<file path="config.mk">
export PLATFORM = sky130hd
export DESIGN_NAME = img_port_fmt
export DESIGN_NICKNAME = d
export VERILOG_FILES = /design/src/rtl/ipf_pkg.sv /design/src/rtl/ipf_delay_line.sv /design/src/rtl/ipf_code_seq.sv /design/src/rtl/ipf_out_reg.sv /design/src/rtl/img_port_fmt.sv
export SDC_FILE = /design/constraint.sdc
export NUM_CORES = 1
export LEC_CHECK = 0
export ABC_CLOCK_PERIOD_IN_PS = 3750
export BUFFER_PORTS_ARGS = -buffer_cell sky130_fd_sc_hd__buf_2
export CORE_UTILIZATION = 30
export CTS_CLUSTER_SIZE = 10
export DETAILED_ROUTE_END_ITERATION = 6
export PLACE_DENSITY = 0.53
export SLEW_MARGIN = 30
export SYNTH_ARGS = -nofsm -noshare
export SYNTH_HDL_FRONTEND = slang
export SYNTH_SLANG_ARGS = --single-unit
</file>
<file path="constraint.sdc">
create_clock -name clk -period 3.75 [get_ports clk]
set_input_delay 0.5625 -clock clk [delete_from_list [all_inputs] [get_ports clk]]
set_output_delay 0.5625 -clock clk [all_outputs]
set_load 0.02 [all_outputs]
</file>
<file path="src/rtl/ipf_pkg.sv">
package ipf_pkg;
  localparam int BYTE_W      = 8;
  localparam int TRC_LEN     = 4;
  localparam int ANC_HDR_LEN = 3;
  localparam int VID_LAT     = TRC_LEN;
  localparam int ANC_LAT     = ANC_HDR_LEN;
  localparam int IDX_W       = $clog2(TRC_LEN);

  typedef logic [BYTE_W-1:0] pix_t;
  typedef logic [IDX_W-1:0]  cidx_t;

  typedef struct packed {
    logic line;
    logic kind;
    logic vld;
    pix_t data;
  } beat_t;

  typedef enum logic [1:0] {CT_SAV, CT_EAV, CT_HDR} code_t;
  typedef enum logic [1:0] {TAG_FILL, TAG_CODE, TAG_VID, TAG_ANC} tag_t;

  localparam pix_t FILL_CODE = '0;
  localparam pix_t ALL_ONES  = '1;

  // Fourth byte of a timing reference code, protection bits included.
  function automatic pix_t trc_word(logic f, logic v, logic h);
    return {1'b1, f, v, h, v ^ h, f ^ h, f ^ v, f ^ v ^ h};
  endfunction

  function automatic cidx_t code_last(code_t t);
    return (t == CT_HDR) ? cidx_t'(ANC_HDR_LEN - 1) : cidx_t'(TRC_LEN - 1);
  endfunction

  function automatic pix_t code_byte(code_t t, cidx_t idx, pix_t xy);
    pix_t b;
    if (t == CT_HDR) begin
      b = (idx == '0) ? FILL_CODE : ALL_ONES;
    end else begin
      if (idx == '0)                          b = ALL_ONES;
      else if (idx == cidx_t'(TRC_LEN - 1))   b = xy;
      else                                    b = FILL_CODE;
    end
    return b;
  endfunction

  // Video / raw-VBI payload: reserved values nudged inward, then optional clamp.
  function automatic pix_t vid_clean(pix_t b, logic lim_en, pix_t lo, pix_t hi);
    pix_t x;
    if (b == FILL_CODE)     x = pix_t'(1);
    else if (b == ALL_ONES) x = ALL_ONES - pix_t'(1);
    else                    x = b;
    if (lim_en) begin
      if (x < lo) x = lo;
      if (x > hi) x = hi;
    end
    return x;
  endfunction

  // Ancillary payload: direct, or recoded to even-parity neighbours.
  function automatic pix_t anc_map(pix_t b, logic recode);
    pix_t x;
    x = b;
    if (recode) begin
      if (b == FILL_CODE)     x = pix_t'(3);
      else if (b == ALL_ONES) x = ALL_ONES - pix_t'(3);
    end
    return x;
  endfunction
endpackage

</file>
<file path="src/rtl/ipf_delay_line.sv">
module ipf_delay_line
  import ipf_pkg::*;
#(
  parameter int DEPTH = VID_LAT
) (
  input  logic                    clk,
  input  logic                    rst_n,
  input  beat_t                   d_in,
  output beat_t [DEPTH-1:0]       taps
);
  beat_t stg [DEPTH];

  for (genvar i = 0; i < DEPTH; i++) begin : g_stg
    if (i == 0) begin : g_head
      always_ff @(posedge clk or negedge rst_n) begin
        if (!rst_n) stg[i] <= '0;
        else        stg[i] <= d_in;
      end
    end else begin : g_body
      always_ff @(posedge clk or negedge rst_n) begin
        if (!rst_n) stg[i] <= '0;
        else        stg[i] <= stg[i-1];
      end
    end
    assign taps[i] = stg[i];
  end
endmodule

</file>
<file path="src/rtl/ipf_code_seq.sv">
module ipf_code_seq
  import ipf_pkg::*;
(
  input  logic clk,
  input  logic rst_n,
  input  logic st_sav,
  input  logic st_eav,
  input  logic st_hdr,
  input  logic f_q,
  input  logic v_q,
  output logic code_on,
  output pix_t code_out,
  output logic busy
);
  cidx_t idx_q;
  code_t type_q;
  logic  any_start;
  code_t start_type;

  assign busy      = (idx_q != '0);
  assign any_start = st_sav | st_eav | st_hdr;

  always_comb begin
    if (st_sav)      start_type = CT_SAV;
    else if (st_eav) start_type = CT_EAV;
    else             start_type = CT_HDR;
  end

  always_comb begin
    code_on  = 1'b1;
    code_out = FILL_CODE;
    if (any_start) begin
      code_out = code_byte(start_type, '0, FILL_CODE);
    end else if (busy) begin
      code_out = code_byte(type_q, idx_q, trc_word(f_q, v_q, type_q == CT_EAV));
    end else begin
      code_on = 1'b0;
    end
  end

  always_ff @(posedge clk or negedge rst_n) begin
    if (!rst_n) begin
      idx_q  <= '0;
      type_q <= CT_SAV;
    end else if (any_start) begin
      idx_q  <= cidx_t'(1);
      type_q <= start_type;
    end else if (busy) begin
      idx_q <= (idx_q == code_last(type_q)) ? '0 : idx_q + cidx_t'(1);
    end
  end
endmodule

</file>
<file path="src/rtl/ipf_out_reg.sv">
module ipf_out_reg
  import ipf_pkg::*;
(
  input  logic clk,
  input  logic rst_n,
  input  logic code_on,
  input  pix_t code_out,
  input  logic vid_pay,
  input  pix_t vid_data,
  input  logic anc_pay,
  input  pix_t anc_data,
  input  logic anc_recode,
  input  logic lim_en,
  input  pix_t lim_lo,
  input  pix_t lim_hi,
  output pix_t out_q,
  output tag_t tag_q
);
  pix_t nxt_b;
  tag_t nxt_t;

  always_comb begin
    nxt_b = FILL_CODE;
    nxt_t = TAG_FILL;
    if (code_on) begin
      nxt_b = code_out;
      nxt_t = TAG_CODE;
    end else if (vid_pay) begin
      nxt_b = vid_clean(vid_data, lim_en, lim_lo, lim_hi);
      nxt_t = TAG_VID;
    end else if (anc_pay) begin
      nxt_b = anc_map(anc_data, anc_recode);
      nxt_t = TAG_ANC;
    end
  end

  always_ff @(posedge clk or negedge rst_n) begin
    if (!rst_n) begin
      out_q <= FILL_CODE;
      tag_q <= TAG_FILL;
    end else begin
      out_q <= nxt_b;
      tag_q <= nxt_t;
    end
  end
endmodule

</file>
<file path="src/rtl/img_port_fmt.sv">
module img_port_fmt
  import ipf_pkg::*;
(
  input  logic       clk,
  input  logic       rst_n,
  input  logic [7:0] in_data,
  input  logic       in_vld,
  input  logic       in_line,
  input  logic       in_anc,
  input  logic       in_fld,
  input  logic       in_vblk,
  input  logic       cfg_anc_recode,
  input  logic       cfg_lim_en,
  input  logic [7:0] cfg_lim_lo,
  input  logic [7:0] cfg_lim_hi,
  input  logic       cfg_dq_inv,
  input  logic       cfg_href_inv,
  input  logic       cfg_vref_inv,
  output logic [7:0] out_data,
  output logic       out_dq,
  output logic       out_href,
  output logic       out_vref
);
  beat_t                 in_beat;
  beat_t [VID_LAT-1:0]   taps;
  beat_t                 vid_b;
  beat_t                 anc_b;

  logic sav_start, eav_start, hdr_start, line_rise;
  logic vid_line_tap, vid_pay, anc_pay;
  logic win_q, f_q, v_q;
  logic code_on, code_busy;
  pix_t code_out, out_q;
  tag_t tag_q;

  assign in_beat = '{line: in_line, kind: in_anc, vld: in_vld, data: in_data};

  ipf_delay_line #(.DEPTH(VID_LAT)) u_dly (
    .clk  (clk),
    .rst_n(rst_n),
    .d_in (in_beat),
    .taps (taps)
  );

  assign vid_b = taps[VID_LAT-1];
  assign anc_b = taps[ANC_LAT-1];

  // Named events used by the sequencer and the checker.
  assign line_rise    = in_line & ~taps[0].line;
  assign sav_start    = line_rise & ~in_anc;
  assign hdr_start    = line_rise & in_anc;
  assign vid_line_tap = vid_b.line & ~vid_b.kind;
  assign eav_start    = win_q & ~vid_line_tap;
  assign vid_pay      = vid_line_tap & vid_b.vld;
  assign anc_pay      = anc_b.line & anc_b.kind & anc_b.vld;

  always_ff @(posedge clk or negedge rst_n) begin
    if (!rst_n) begin
      win_q <= 1'b0;
      f_q   <= 1'b0;
      v_q   <= 1'b0;
    end else begin
      win_q <= vid_line_tap;
      if (line_rise) begin
        f_q <= in_fld;
        v_q <= in_vblk;
      end
    end
  end

  ipf_code_seq u_seq (
    .clk     (clk),
    .rst_n   (rst_n),
    .st_sav  (sav_start),
    .st_eav  (eav_start),
    .st_hdr  (hdr_start),
    .f_q     (f_q),
    .v_q     (v_q),
    .code_on (code_on),
    .code_out(code_out),
    .busy    (code_busy)
  );

  ipf_out_reg u_out (
    .clk       (clk),
    .rst_n     (rst_n),
    .code_on   (code_on),
    .code_out  (code_out),
    .vid_pay   (vid_pay),
    .vid_data  (vid_b.data),
    .anc_pay   (anc_pay),
    .anc_data  (anc_b.data),
    .anc_recode(cfg_anc_recode),
    .lim_en    (cfg_lim_en),
    .lim_lo    (cfg_lim_lo),
    .lim_hi    (cfg_lim_hi),
    .out_q     (out_q),
    .tag_q     (tag_q)
  );

  assign out_data = out_q;
  assign out_dq   = (tag_q != TAG_FILL) ^ cfg_dq_inv;
  assign out_href = win_q ^ cfg_href_inv;
  assign out_vref = v_q ^ cfg_vref_inv;
endmodule

</file>
==> results.toml <==
[yosys]
synth-async-reset-ratio_pct = 100
sequential_cell_area_fraction_in_the_yosys_report_pct = 54.5
syn-instance-count = 260
synth_enable_flop_cells = 0
synthDistinctLibCells = 41
postSynthRegisterBits = 61
mappedNetlistNets = 313
ys.flop_type = "sky130_fd_sc_hd__dfrtp_1"
synth.yosys.warnings = 0
mappedNetlistArea_sq_um = 2800
synth_area_per_cell_sq_um = 10.8

[placement]
io_buffer_count = 46
place_hpwl_microns = 4810
pre_cts_ws_ns = -0.0591
gp_routability_congestion = 0.868

[timing]
worst_slack_ns = 0.255
period_needed_ns = 3.49
max-slew-margin-rel_pct = 45.7
setup-tns-final_ns = 0
report.final.hold_viol_count = 0
fmax_ghz = 0.286
finalMaxSlewViolations = 0
setup_viol = 0
final_min_period_over_clock_period_pct = 93.2
max_slew.worst_pin.slew_ns = 0.814
final_worst_clock_skew_ns = 0.00724

[drt]
route.detailed.wl_per_inst_microns = 13.6
vias = 2102
detail_route.vias_per_cell = 4.78
drc = 0
postRouteWirelength_microns = 6000
dr.pass1.iters = 4
postRouteAntennaNets = 0
detail_route.iter0.violations = 142

[global_routing]
vias_in_the_first_global_route = 2116
grt_start_max_net_pins = 39
grt_antenna_before_repair = 0
gr-total-overflow = 0
globalRouteTotalUtil_pct = 13.8
grt_first_pass_wirelength_microns = 10100

[layout]
mostFrequentLayoutCell = "sky130_fd_sc_hd__dfrtp_1"
final_cell_mix = "sky130_fd_sc_hd__dfrtp_1, sky130_fd_sc_hd__buf_2, sky130_fd_sc_hd__nand2_1, sky130_fd_sc_hd__inv_1, sky130_fd_sc_hd__buf_4"
antenna_cells = 0
design.final.nets = 380
area.growth.synth_to_final_pct = 25.1
final_layout_size_suffix_gt1_share_pct = 26.5

[floorplanning]
placementRows = 34
chipHeight_microns = 98.7
fp.coreArea_sq_um = 8890
ios = 47
design.die.area_sq_um = 9730
initial_core_util_pct = 31.5
die_w_microns = 98.7

[power]
design_power_total_uw = 1870
vdd_drop_max_v = 0.000290
power_leakage_uw = 0.00170
powerDensity_nw_per_um2 = 534

[cts]
cts-resized-gates = 0
clkTransAtPathRegs_ns = 0.07
htree_num_levels = 3
clk_path_buf_depth = 2
tritoncts = "built"
cts_inserted_buffers = 9
cts-hold-fix-buffers = 0
clk-insertion-delay-late_ns = 0.34
cts.sink_count = 61
cts_post_setup_buffers_inserted = 0
ctsRootBufferMaster = "sky130_fd_sc_hd__clkbuf_8"

[worst_setup_path]
reg2reg_setup_slack_ns = 0.26
worst-r2r-cell-count = 13
critical_path.endpoint_type = "flop"
crit_path_start_kind = "flop"
worst_ep_arrival_time_ns = 3.72
worstPathRequired_ns = 3.98
critical_path_class = "reg2reg"
crit_path_max_fanout = 8

[status]
status = "complete, no violations"

[min_path]
hold_path.class = "in2async"

[job]
max_cap_viol_count = 0
synthesized netlist by cell type, drive strengths merged, types with 2 or more instances:
cell type  instances  share of area (%)
dfrtp             61                 54
nand2             33                4.4
inv               27                3.6
ha                17                7.6
a21oi             13                2.3
nor2              13                2.0
o21ai              9                1.7
clkbuf             8                1.1
o221ai             7                2.4
a21boi             6                1.6
mux2i              6                2.1
nand3              6                1.1
a221oi             5                1.6
xor2               5                1.6
a21o               4                1.1
nand4              4               0.89
nor2b              4               0.89
nor3               4               0.89
nand3b             3               0.80
nor4               3               0.67
a211oi             2               0.54
and2               2               0.45
nand2b             2               0.45
o211ai             2               0.54
o41ai              2               0.63
xnor2              2               0.63
critical path, cell delays in order, from the launching register on:
cell and delay, ns:
sky130_fd_sc_hd__dfrtp_1 0.40, sky130_fd_sc_hd__ha_1 0.33, sky130_fd_sc_hd__nand4_1 0.13, sky130_fd_sc_hd__or3_4 0.43, sky130_fd_sc_hd__a41oi_4 0.22, sky130_fd_sc_hd__nor2_4 0.10
sky130_fd_sc_hd__mux2i_1 0.22, sky130_fd_sc_hd__inv_1 0.06, sky130_fd_sc_hd__ha_1 0.34, sky130_fd_sc_hd__nand4_1 0.15, sky130_fd_sc_hd__a21o_1 0.21, sky130_fd_sc_hd__a2111oi_1 0.38
sky130_fd_sc_hd__a21oi_1 0.09, sky130_fd_sc_hd__a311o_1 0.32
final timing paths:
path,start,endpoint
hold / removal,rst_n,u_dly.taps[10]$_DFF_PN0_
setup reg to reg,u_dly.taps[40]$_DFF_PN0_,u_out.out_q[0]$_DFF_PN0_
setup / recovery,u_dly.taps[40]$_DFF_PN0_,u_out.out_q[0]$_DFF_PN0_
min in group clk,in_data[6],u_dly.taps[6]$_DFF_PN0_
hold reg to reg,u_dly.taps[7]$_DFF_PN0_,u_dly.taps[18]$_DFF_PN0_
max in group asynchronous,rst_n,u_dly.taps[33]$_DFF_PN0_
through the flow:
step	utilization, %	hold slack, ns	std cells	instance area [sq um]
2_1_floorplan	-	0.267	260	2800
3_3_place_gp	36.8	0.332	424	3270
3_5_place_dp	36.8	0.335	424	3270
4_1_cts	39.4	0.298	440	3500
5_1_grt	39.4	0.291	440	3510
6_report	39.4	0.312	440	3510
metal layers:
metal	up-vias	track usage [%]	share of wire, %
met1	989	17.2	46
met2	56	21.8	47
met4	0	6.89	1.7
met5	-	0	0
li1	1047	-	-
met3	10	4.04	5.3
area by class of cell:
cell class              count  area (sq um)
fillers                   858          5380
flip-flops and latches     61          1530
multi-input cells         164          1150
repair buffers             64           365
well taps                 108           135
clock buffers               9           124
clock inverters             7           104
inverters                  27           101
power breakdown:
group | switching [uW] | total, uW | internal (uW) | leakage (uW)
combinational | 255 | 442 | 187 | 0.000859
clock | 274 | 658 | 384 | 0.000115
sequential | 43.3 | 775 | 732 | 0.000722
total | 572 | 1870 | 1300 | 0.00170
flip-flops by register name, summed over array words and instances, names as in the netlist:
| signal | count |
|---|---|
| u_seq.type_q | 2 |
| u_out.out_q | 8 |
| win_q | 1 |
| u_seq.idx_q | 2 |
| u_out.tag_q | 2 |
| v_q | 1 |
| f_q | 1 |
| u_dly.taps | 44 |
cells by family after synthesis:
logic type	synth area share, %
xor+xnor	2.19
compound gates	15.7
simple gates	13.2
fa+ha+maj	7.59
mux	2.14
buf+inv	4.69
flops	54.5
(Power assumes the default switching activity.)
